===== src/rtl/cache_wb_pkg.sv =====
package cache_wb_pkg;

    typedef enum logic [2:0] {
        ST_IDLE      = 3'd0,
        ST_WRITEBACK = 3'd1,
        ST_REQUEST   = 3'd2,
        ST_REFILL    = 3'd3,
        ST_RESPOND   = 3'd4
    } ctl_state_e;

    typedef enum logic [1:0] {
        LN_INVALID = 2'b00,
        LN_CLEAN   = 2'b01,
        LN_DIRTY   = 2'b11
    } line_state_e;

endpackage


===== src/rtl/cache_tag_store.sv =====
module cache_tag_store
    import cache_wb_pkg::*;
#(
    parameter int SETS  = 8,
    parameter int IDX_W = 3,
    parameter int TAG_W = 25
) (
    input  logic              clk,
    input  logic              rst_n,
    input  logic [IDX_W-1:0]  rd_idx,
    output logic [TAG_W-1:0]  rd_tag,
    output line_state_e       rd_state,
    input  logic              wr_en,
    input  logic [IDX_W-1:0]  wr_idx,
    input  logic [TAG_W-1:0]  wr_tag,
    input  line_state_e       wr_state
);

    logic [TAG_W-1:0] tag_q [SETS];
    line_state_e      st_q  [SETS];

    // Tag and line state share one entry per set.
    always_ff @(posedge clk or negedge rst_n) begin
        if (!rst_n) begin
            for (int s = 0; s < SETS; s++) begin
                tag_q[s] <= '0;
                st_q[s]  <= LN_INVALID;
            end
        end else if (wr_en) begin
            tag_q[wr_idx] <= wr_tag;
            st_q[wr_idx]  <= wr_state;
        end
    end

    assign rd_tag   = tag_q[rd_idx];
    assign rd_state = st_q[rd_idx];

endmodule


===== src/rtl/cache_data_store.sv =====
module cache_data_store #(
    parameter int SETS   = 8,
    parameter int IDX_W  = 3,
    parameter int WORDS  = 4,
    parameter int WSEL_W = 2,
    parameter int DATA_W = 32
) (
    input  logic                    clk,
    input  logic [IDX_W-1:0]        rd_idx,
    output logic [WORDS*DATA_W-1:0] rd_line,
    input  logic                    word_we,
    input  logic [IDX_W-1:0]        word_idx,
    input  logic [WSEL_W-1:0]       word_sel,
    input  logic [DATA_W/8-1:0]     word_be,
    input  logic [DATA_W-1:0]       word_data,
    input  logic                    line_we,
    input  logic [IDX_W-1:0]        line_idx,
    input  logic [WORDS*DATA_W-1:0] line_data
);

    localparam int LANES = DATA_W / 8;

    logic [DATA_W-1:0] mem_q [SETS][WORDS];

    // A whole-line fill takes precedence over a byte-lane store.
    always_ff @(posedge clk) begin
        if (line_we) begin
            for (int w = 0; w < WORDS; w++) begin
                mem_q[line_idx][w] <= line_data[w*DATA_W +: DATA_W];
            end
        end else if (word_we) begin
            for (int b = 0; b < LANES; b++) begin
                if (word_be[b]) begin
                    mem_q[word_idx][word_sel][b*8 +: 8] <= word_data[b*8 +: 8];
                end
            end
        end
    end

    for (genvar w = 0; w < WORDS; w++) begin : g_rd
        assign rd_line[w*DATA_W +: DATA_W] = mem_q[rd_idx][w];
    end

endmodule


===== src/rtl/cache_wb_ctrl.sv =====
module cache_wb_ctrl
    import cache_wb_pkg::*;
#(
    parameter int ADDR_W     = 32,
    parameter int DATA_W     = 32,
    parameter int LINE_BYTES = 16,
    parameter int SETS       = 8
) (
    input  logic                clk,
    input  logic                rst_n,
    input  logic                req_valid,
    output logic                req_ready,
    input  logic                req_we,
    input  logic [ADDR_W-1:0]   req_addr,
    input  logic [DATA_W-1:0]   req_wdata,
    input  logic [DATA_W/8-1:0] req_be,
    output logic                resp_valid,
    output logic [DATA_W-1:0]   resp_rdata,
    output logic                mem_wb_valid,
    input  logic                mem_wb_ready,
    output logic [ADDR_W-1:0]   mem_wb_addr,
    output logic [DATA_W-1:0]   mem_wb_data,
    output logic                mem_rd_req,
    input  logic                mem_rd_ack,
    output logic [ADDR_W-1:0]   mem_rd_addr,
    input  logic                mem_rd_valid,
    input  logic [DATA_W-1:0]   mem_rd_data
);

    localparam int BYTES_W = DATA_W / 8;
    localparam int WORDS   = LINE_BYTES / BYTES_W;
    localparam int BOFF_W  = $clog2(BYTES_W);
    localparam int WSEL_W  = $clog2(WORDS);
    localparam int OFF_W   = BOFF_W + WSEL_W;
    localparam int IDX_W   = $clog2(SETS);
    localparam int TAG_W   = ADDR_W - OFF_W - IDX_W;
    localparam int LINE_W  = WORDS * DATA_W;
    localparam logic [WSEL_W-1:0] LAST_BEAT = WSEL_W'(WORDS - 1);

    ctl_state_e state_q, state_d;

    // Latched miss request
    logic                rq_we;
    logic [ADDR_W-1:0]   rq_addr;
    logic [DATA_W-1:0]   rq_wdata;
    logic [BYTES_W-1:0]  rq_be;

    logic [WSEL_W-1:0]   beat_q;
    logic [LINE_W-1:0]   fill_q;
    logic                resp_valid_q;
    logic [DATA_W-1:0]   resp_rdata_q;

    // Address fields
    logic [TAG_W-1:0]  req_tag, rq_tag;
    logic [IDX_W-1:0]  req_idx, rq_idx, lk_idx;
    logic [WSEL_W-1:0] req_word, rq_word;

    assign req_tag  = req_addr[ADDR_W-1 -: TAG_W];
    assign req_idx  = req_addr[OFF_W +: IDX_W];
    assign req_word = req_addr[BOFF_W +: WSEL_W];
    assign rq_tag   = rq_addr[ADDR_W-1 -: TAG_W];
    assign rq_idx   = rq_addr[OFF_W +: IDX_W];
    assign rq_word  = rq_addr[BOFF_W +: WSEL_W];
    assign lk_idx   = (state_q == ST_IDLE) ? req_idx : rq_idx;

    // Store interfaces
    logic [TAG_W-1:0] ts_tag;
    line_state_e      ts_state;
    logic             tag_we;
    logic [TAG_W-1:0] tag_wr_tag;
    line_state_e      tag_wr_state;
    logic [LINE_W-1:0] ds_line;
    logic             word_we, line_we;
    logic [LINE_W-1:0] fill_line;
    logic [DATA_W-1:0] fill_word, merged_word;

    logic hit, accept;
    assign hit    = (ts_state != LN_INVALID) && (ts_tag == req_tag);
    assign accept = req_valid && (state_q == ST_IDLE);

    cache_tag_store #(
        .SETS (SETS),
        .IDX_W(IDX_W),
        .TAG_W(TAG_W)
    ) u_tags (
        .clk     (clk),
        .rst_n   (rst_n),
        .rd_idx  (lk_idx),
        .rd_tag  (ts_tag),
        .rd_state(ts_state),
        .wr_en   (tag_we),
        .wr_idx  (lk_idx),
        .wr_tag  (tag_wr_tag),
        .wr_state(tag_wr_state)
    );

    cache_data_store #(
        .SETS  (SETS),
        .IDX_W (IDX_W),
        .WORDS (WORDS),
        .WSEL_W(WSEL_W),
        .DATA_W(DATA_W)
    ) u_data (
        .clk      (clk),
        .rd_idx   (lk_idx),
        .rd_line  (ds_line),
        .word_we  (word_we),
        .word_idx (req_idx),
        .word_sel (req_word),
        .word_be  (req_be),
        .word_data(req_wdata),
        .line_we  (line_we),
        .line_idx (rq_idx),
        .line_data(fill_line)
    );

    // Write-miss merge of the store bytes into the fetched word
    assign fill_word = fill_q[rq_word*DATA_W +: DATA_W];

    for (genvar b = 0; b < BYTES_W; b++) begin : g_merge
        assign merged_word[b*8 +: 8] = (rq_we && rq_be[b]) ? rq_wdata[b*8 +: 8]
                                                           : fill_word[b*8 +: 8];
    end

    always_comb begin
        fill_line = fill_q;
        fill_line[rq_word*DATA_W +: DATA_W] = merged_word;
    end

    // Memory-side data paths
    assign mem_wb_addr = {ts_tag, rq_idx, beat_q, {BOFF_W{1'b0}}};
    assign mem_wb_data = ds_line[beat_q*DATA_W +: DATA_W];
    assign mem_rd_addr = {rq_tag, rq_idx, {OFF_W{1'b0}}};
    assign resp_valid  = resp_valid_q;
    assign resp_rdata  = resp_rdata_q;

    // State register
    always_ff @(posedge clk or negedge rst_n) begin
        if (!rst_n) state_q <= ST_IDLE;
        else        state_q <= state_d;
    end

    // Next state and control outputs
    always_comb begin
        state_d      = state_q;
        req_ready    = 1'b0;
        mem_wb_valid = 1'b0;
        mem_rd_req   = 1'b0;
        tag_we       = 1'b0;
        tag_wr_tag   = rq_tag;
        tag_wr_state = LN_CLEAN;
        word_we      = 1'b0;
        line_we      = 1'b0;
        unique case (state_q)
            ST_IDLE: begin
                req_ready = 1'b1;
                if (accept) begin
                    if (hit) begin
                        if (req_we) begin
                            word_we      = 1'b1;
                            tag_we       = 1'b1;
                            tag_wr_tag   = req_tag;
                            tag_wr_state = LN_DIRTY;
                        end
                    end else if (ts_state == LN_DIRTY) begin
                        state_d = ST_WRITEBACK;
                    end else begin
                        state_d = ST_REQUEST;
                    end
                end
            end
            ST_WRITEBACK: begin
                mem_wb_valid = 1'b1;
                if (mem_wb_ready && beat_q == LAST_BEAT) state_d = ST_REQUEST;
            end
            ST_REQUEST: begin
                mem_rd_req = 1'b1;
                if (mem_rd_ack) state_d = ST_REFILL;
            end
            ST_REFILL: begin
                if (mem_rd_valid && beat_q == LAST_BEAT) state_d = ST_RESPOND;
            end
            ST_RESPOND: begin
                line_we      = 1'b1;
                tag_we       = 1'b1;
                tag_wr_state = rq_we ? LN_DIRTY : LN_CLEAN;
                state_d      = ST_IDLE;
            end
            default: state_d = ST_IDLE;
        endcase
    end

    // Request latch, beat counter, fill buffer and response register
    always_ff @(posedge clk or negedge rst_n) begin
        if (!rst_n) begin
            rq_we        <= 1'b0;
            rq_addr      <= '0;
            rq_wdata     <= '0;
            rq_be        <= '0;
            beat_q       <= '0;
            fill_q       <= '0;
            resp_valid_q <= 1'b0;
            resp_rdata_q <= '0;
        end else begin
            resp_valid_q <= 1'b0;
            if (accept) begin
                if (hit) begin
                    resp_valid_q <= 1'b1;
                    resp_rdata_q <= ds_line[req_word*DATA_W +: DATA_W];
                end else begin
                    rq_we    <= req_we;
                    rq_addr  <= req_addr;
                    rq_wdata <= req_wdata;
                    rq_be    <= req_be;
                    beat_q   <= '0;
                end
            end
            if (state_q == ST_WRITEBACK && mem_wb_ready) begin
                beat_q <= beat_q + 1'b1;
            end
            if (state_q == ST_REFILL && mem_rd_valid) begin
                fill_q[beat_q*DATA_W +: DATA_W] <= mem_rd_data;
                beat_q <= beat_q + 1'b1;
            end
            if (state_q == ST_RESPOND) begin
                resp_valid_q <= 1'b1;
                resp_rdata_q <= merged_word;
            end
        end
    end

endmodule


===== config.mk =====
export PLATFORM = sky130hd
export DESIGN_NAME = cache_wb_ctrl
export DESIGN_NICKNAME = d
export VERILOG_FILES = /design/src/rtl/cache_wb_pkg.sv /design/src/rtl/cache_tag_store.sv /design/src/rtl/cache_data_store.sv /design/src/rtl/cache_wb_ctrl.sv
export SDC_FILE = /design/constraint.sdc
export NUM_CORES = 2
export LEC_CHECK = 0
export ABC_AREA = 1
export CORE_ASPECT_RATIO = 0.6
export CORE_MARGIN = 4
export CORE_UTILIZATION = 45
export DETAILED_ROUTE_END_ITERATION = 6
export DONT_BUFFER_PORTS = 1
export GPL_ROUTABILITY_DRIVEN = 0
export PLACE_DENSITY = 0.64
export SYNTH_ARGS = -nofsm -noshare
export SYNTH_HDL_FRONTEND = slang
export SYNTH_SLANG_ARGS = --single-unit
export TNS_END_PERCENT = 50

===== constraint.sdc =====
create_clock -name clk -period 4.4 [get_ports clk]
set_clock_uncertainty 0.05 [all_clocks]
set_input_delay 0.66 -clock clk [delete_from_list [all_inputs] [get_ports clk]]
set_output_delay 0.66 -clock clk [all_outputs]
set_load 0.03 [all_outputs]

==> After elaboration in Yosys (flattened, before gate mapping) <==
Memory sizes are Yosys's and may differ from the RTL's.
Cells that the tools add are included.
{ "op_classes": {"add_sub_neg": 3, "n_reduce_logical": 22, "n_eq_ne": 13, "shifts": 7, "n_bitwise": 387, "n_mux": 467, "n_lt_le_gt_ge": 4} }
{ "op_table": {"columns": ["cell", "n"], "rows": [
  ["128-bit two-way mux", 6],
  ["1-bit two-way mux", 409],
  ["1-bit OR", 384],
  ["128-bit by 8-bit indexed part select with 32-bit output", 3],
  ["128-bit bitwise mux", 2],
  ["32-bit demux with 2-bit select", 4],
  ["32-bit by 34-bit variable shift with 128-bit output, first input constant", 2],
  ["32-bit by 34-bit indexed part select with 128-bit output", 2],
  ["200-bit bitwise mux", 1],
  ["25-bit two-way mux", 7],
  ["32-bit two-way mux", 4],
  ["128-bit OR reduction", 1],
  ["25-bit binary-select mux with 3-bit select", 1],
  ["25-bit demux with 3-bit select", 1],
  ["7-bit negator with 34-bit output", 2],
  ["8-bit two-way mux", 5],
  ["25-bit equality test", 1],
  ["2-bit two-way mux", 12],
  ["24-bit two-way mux", 1],
  ["3-bit two-way mux", 7],
  ["16-bit bitwise mux", 1],
  ["16-bit two-way mux", 1],
  ["1-bit logical AND", 12],
  ["3-bit case mux with 4 select lines", 1],
  ["23 further kinds", 33]
]} }
{ "totals": {"mem_count": 1, "ram_bits": 1024, "output_inout_bits": 132, "input_bits": 107, "word_cells": 929, "ff_bits": 451} }
{ "memory_table": {"columns": ["memory", "depth", "width", "read_ports", "rd_ports_with_merged_regs", "wr", "line_no", "source"], "rows": [
  ["u_data.mem_q", 8, 128, 1, 0, 1, "cache_data_store.sv:23", "logic [DATA_W-1:0] mem_q [SETS][WORDS];"]
]} }

==> Logic depth before layout (Yosys ltp) <==
{ "logic_depth": {"depth_word": 19, "mapped_depth": 27, "depth_no_buf": 23} }

==> By module <==
A second synthesis with hierarchy kept.
{ "unflattened": {"hier_cells": 7169, "area_unflattened_um2": 68415.6} }
{ "modules_own_cells": {"columns": ["module", "cells_each", "instances", "area_each_um2"], "rows": [
  ["cache_data_store", 3398, 1, 42106.6],
  ["cache_wb_ctrl", 2322, 1, 15673.8],
  ["cache_tag_store", 1449, 1, 10635.2]
]} }

==> Worst setup path after synthesis <==
Ideal clock, no wire load.
{ "synth_path": {"path_type": "input to output", "startpoint": "input req_addr[6]", "endpoint": "output mem_wb_data[20]", "stages": 14, "arrival_time_ns": 3.337, "path_buffers": 4, "setup_slack_ns": 0.353, "path_cell_list": "inv_1 nand3_1 nand2_2 nor2_2 buf_2 nand2_1 inv_1 clkbuf_1 clkbuf_1 buf_1 a22oi_1 nand4_1 nor2_1 o32ai_1"} }
{ "synth_between": {"elab_chain_cells": 3} }
{ "synth_lines": {"columns": ["item", "line_no", "source"], "rows": [
  ["start: declaration", "cache_wb_ctrl.sv:14", "input logic [ADDR_W-1:0] req_addr,"],
  ["3-bit two-way mux", "cache_wb_ctrl.sv:64", "assign lk_idx = (state_q == ST_IDLE) ? req_idx : rq_idx;"],
  ["memory read 8 x 128 bit", null, null],
  ["128-bit by 8-bit indexed part select with 32-bit output", "cache_wb_ctrl.sv:132", "assign mem_wb_data = ds_line[beat_q*DATA_W +: DATA_W];"],
  ["end: declaration", "cache_wb_ctrl.sv:22", "output logic [DATA_W-1:0] mem_wb_data,"]
]} }
Every way passes these cells.

==> Final worst setup path <==
{ "layout_path": {"startpoint": "register state_q[1]", "endpoint": "output mem_wb_data[25]"} }
{ "layout_between": {"elab_chain_cells": 4} }
{ "layout_lines": {"columns": ["item", "line_no", "source"], "rows": [
  ["start: declaration", "cache_wb_ctrl.sv:40", "ctl_state_e state_q, state_d;"],
  ["start signal: assignment", "cache_wb_ctrl.sv:140", "else state_q <= state_d;"],
  ["3-bit logical NOT", "cache_wb_ctrl.sv:64", null],
  ["3-bit two-way mux", "cache_wb_ctrl.sv:64", null],
  ["memory read 8 x 128 bit", null, null],
  ["128-bit by 8-bit indexed part select with 32-bit output", "cache_wb_ctrl.sv:132", null]
]} }
Every way passes these cells.

==> results.md <==
- Unique masters post-synth: 43
- Final hold slack: -0.4800 ns
- CTS Sinks: about 1,500
- H-tree lvl count: 4
- Top_reg_cell synth: edfxtp_1
- Syn Inst Count: approximately 5,600
- Worst-path cell chain: nor2_8, nand2_8, nand2_1, nand2_4, buf_12, nor2_4, buf_12, buf_12, clkbuf_16, a22oi_1, nand4_1, o21ai_0, o22ai_2, buf_4, buf_4
- Final Instance Count excl. Fillers: about 8,000
- Vias in the first global route: approximately 46,000
- Post-Route WL: between 200,000 and 250,000 um
- Worst min path class: in2async
- IO Pins: approximately 240
- Initial Util: 0.4559
- Slew @ Worst Pin: 1.801 ns
- Post-synth EDFFs: approximately 1,000
- Finished Cell Area: around 0.077 mm^2
- Status: complete, but fails checks
- Gr usage total: 0.3053
- Leakage power: approximately 29 nW
- Post-Syn Area per Cell: 11.17 um^2
- YS warnings: 0
- DRC viols: 0
- Pin count of the biggest net entering global routing: 450
- GR Overflow Total: 0
- Final Critical Period: 4.477 ns
- Layout cells sized above 1: 0.1847
- Global-route wire length before repair: 327,700 um
- Most frequent CP cell: buf_12
- Reg2reg end: u_data.mem_q[2][84]
- Commonest non-fill, non-tap cell in the layout: nand2_1
- Max-slew violations: about 330
- Reg power frac: 0.298
- Syn-to-layout area delta: 22.51%
- Ys async rst share: 0.3048
- Latest clock arrival within the worst-skew pair: a little under 0.8 ns
- Die W: 489.9 um
- Area leader, netlist: edfxtp_1
- Root Buffer Master: clkbuf_16
- Required time worst endpoint: between 3 and 4 ns
- Placement Cell Area: a little under 0.07 mm^2
- Row cnt: ~110
- Most frequent cells in the layout: nand2_1 (1,109), edfxtp_1 (1,024), o21ai_0 (565)
- Failing checks: hold timing, slew limit, setup timing
- Initial DRC Count: 8,640
- Worst setup SP type: flip-flop
- Placed insts: ~7,500
- Seq cells post-synth: around 1,500
- Final setup vio count: 42
- Slew HR: -0.2010
- Crit share post-route: 1.017
- P_int: about 0.035 W
- Die ar.: 0.1456 mm^2
- Max Fclk: around 0.22 GHz
- Synth top area share: 0.4904
- CTS tree: done
- Arrival time of the worst setup path: between 3 and 4 ns
- Sw Ratio: 0.4437
- NetSw: about 0.028 W
- Seq/Total Area, Yosys: 0.6696
- I/O Buffers: 0
- Drt pass-1 iters: 6
- Worst path slowest cell: dfrtp_2
- Via-to-Cell Ratio: roughly 6.3
- Area of the core: ~0.14 mm^2
- Die height: just under 300 um
- Worst path max stage delay: between 0.4 and 0.5 ns
- RSZ-0062 raised after global routing: true
- Clock share of power: 0.200
- Synth top area cells: edfxtp_1 (49%), dfrtp_1 (18%), nand2_1 (6.9%)
- Initial antenna violation count: 13
- Post-CTS Hold Buffers: 78
- Syn Std Cell Area: 0.06270 mm^2
- Cell depth of the worst flop-to-flop path: 28
- Hold Fails Final Rpt: between 400 and 500
- Clock buffer depth: 3
- Comb pwr share: 0.502
- Pwr per Cell Area: roughly 830 mW/mm^2
- Final setup margin: -0.07671 ns
- CTS buffer count: roughly 140
- # Max-Cap Violations: 0
- Setup_tns: -1.085 ns
- Reg2reg start: state_q[1]
- Post-DRT Antenna Nets: 0
- Worst Setup Path Type: reg2out
- Final HPWL DP: 147,200 um
- Critical path peak fanout: 13
- FF-to-FF setup slack: -0.02 ns
- Critical Path End Type: primary output
- WL/cell: slightly below 30 um
- Total number of vias: roughly 50,000
- CTS clock-pin slew for the worst setup and hold paths: around 0.06 ns
- Nets@finish: 6,149
- Maximum VDD drop: approximately 0.72 mV
-- cell families (layout without fill, tap and decap cells) --
kind of cell	after synthesis	in the layout	synth area share
AND/OR/NAND/NOR	1926	1926	0.1314
flip-flops	1473	1473	0.6696
AO/OA/AOI/OAI	1460	1460	0.1440
buffers and inverters	711	1239	0.04733
multiplexers	31	31	0.005567
adder cells (fa/ha/maj)	10	10	0.001995
other	1	24	0.00005980
-- final cells by class --
cell class	instances	area, um^2
fill	11193	60730
timing repair buffer	698	7697
sequential	1473	42000
antenna	18	45.04
inverter	287	1176
timing repair inverter	2	17.52
multi-input combinational	3433	18880
clock inverter	81	1057
tap	1819	2276
clock buffer	171	3670
-- Yosys cell counts (33+ instances only) --
master and count:
nand2_1 1154, edfxtp_1 1024, o21ai_0 591, a22oi_1 453, dfrtp_1 449, nor2_1 311, inv_1 281, clkbuf_1 278
nand3_1 218, nand4_1 200, a21oi_1 147, o22ai_1 122, buf_2 62, buf_4 43, a22o_1 36, o32ai_1 34
buf_1 33
-- worst max-delay path by stage --
stage                 from                    to  slack (ns)  depth (start not counted)
4_1_cts         state_q[0]        mem_wb_data[7]       -0.07                         13
3_3_place_gp   req_addr[4]  u_data.mem_q[1][112]       -0.07                         22
5_1_grt         state_q[1]        mem_wb_data[7]       -0.17                         17
6_report        state_q[1]       mem_wb_data[25]       -0.08                         15
3_5_place_dp   req_addr[4]  u_data.mem_q[1][112]       -0.12                         22
2_1_floorplan  req_addr[6]       mem_wb_data[20]        0.35                         14
-- sequential cells by signal, indices dropped and copies added (netlist names) --
register,flops
rq_we,1
rq_addr,30
rq_wdata,32
rq_be,4
fill_q,128
resp_rdata,32
u_tags.tag_q,200
u_tags.st_q,16
beat_q,2
u_data.mem_q,1024
resp_valid,1
state_q,3
-- power by group through the flow --
stage	Sequential (W)	Combinational, W	Clock (W)
after floorplan	0.0186	0.0146	0
after global placement	0.0192	0.0262	0
after detailed placement	0.0192	0.0265	0
after CTS	0.0189	0.0290	0.0128
after global routing	0.0191	0.0331	0.0134
final	0.0190	0.0319	0.0127
-- repair_timing --
| item | 4_1_cts | 5_1_grt |
|---|---|---|
| endpoints found under the setup margin | 600 | 2101 |
| gates resized for setup | 104 | 312 |
| gates cloned | 13 | 13 |
| setup buffers | 62 | 34 |
| pin swaps | 53 | 60 |
| hold endpoints to repair | 527 | 449 |
-- layer usage --
layer / global-route usage / wire length (um)
met1: 0.4446 / 91780
met2: 0.4372 / 98450
met3: 0.08788 / 33990
met4: 0.1062 / 9838
met5: 0 / 83
-- metrics by stage --
| step | worst slack [ns] | hold WS [ns] | util | power (W) |
|---|---|---|---|---|
| 2_1_floorplan | 0.3529 | 0.3144 | - | 0.03317 |
| 3_3_place_gp | -0.06656 | 0.3260 | 0.4955 | 0.04539 |
| 3_5_place_dp | -0.1211 | 0.3234 | 0.4955 | 0.04575 |
| 4_1_cts | -0.07263 | -0.5198 | 0.5454 | 0.06078 |
| 5_1_grt | -0.1704 | -0.4879 | 0.5583 | 0.06554 |
| 6_report | -0.07671 | -0.4800 | 0.5585 | 0.06362 |
-- critical path: cells and delay by family (launching register included) --
| kind | cells | cell delay (ns) |
|---|---|---|
| buffers and inverters | 6 | 1.01 |
| AND/OR/NAND/NOR | 6 | 0.98 |
| AO/OA/AOI/OAI | 3 | 0.50 |
| flip-flops | 1 | 0.44 |
Power figures use the tool's default switching activity.
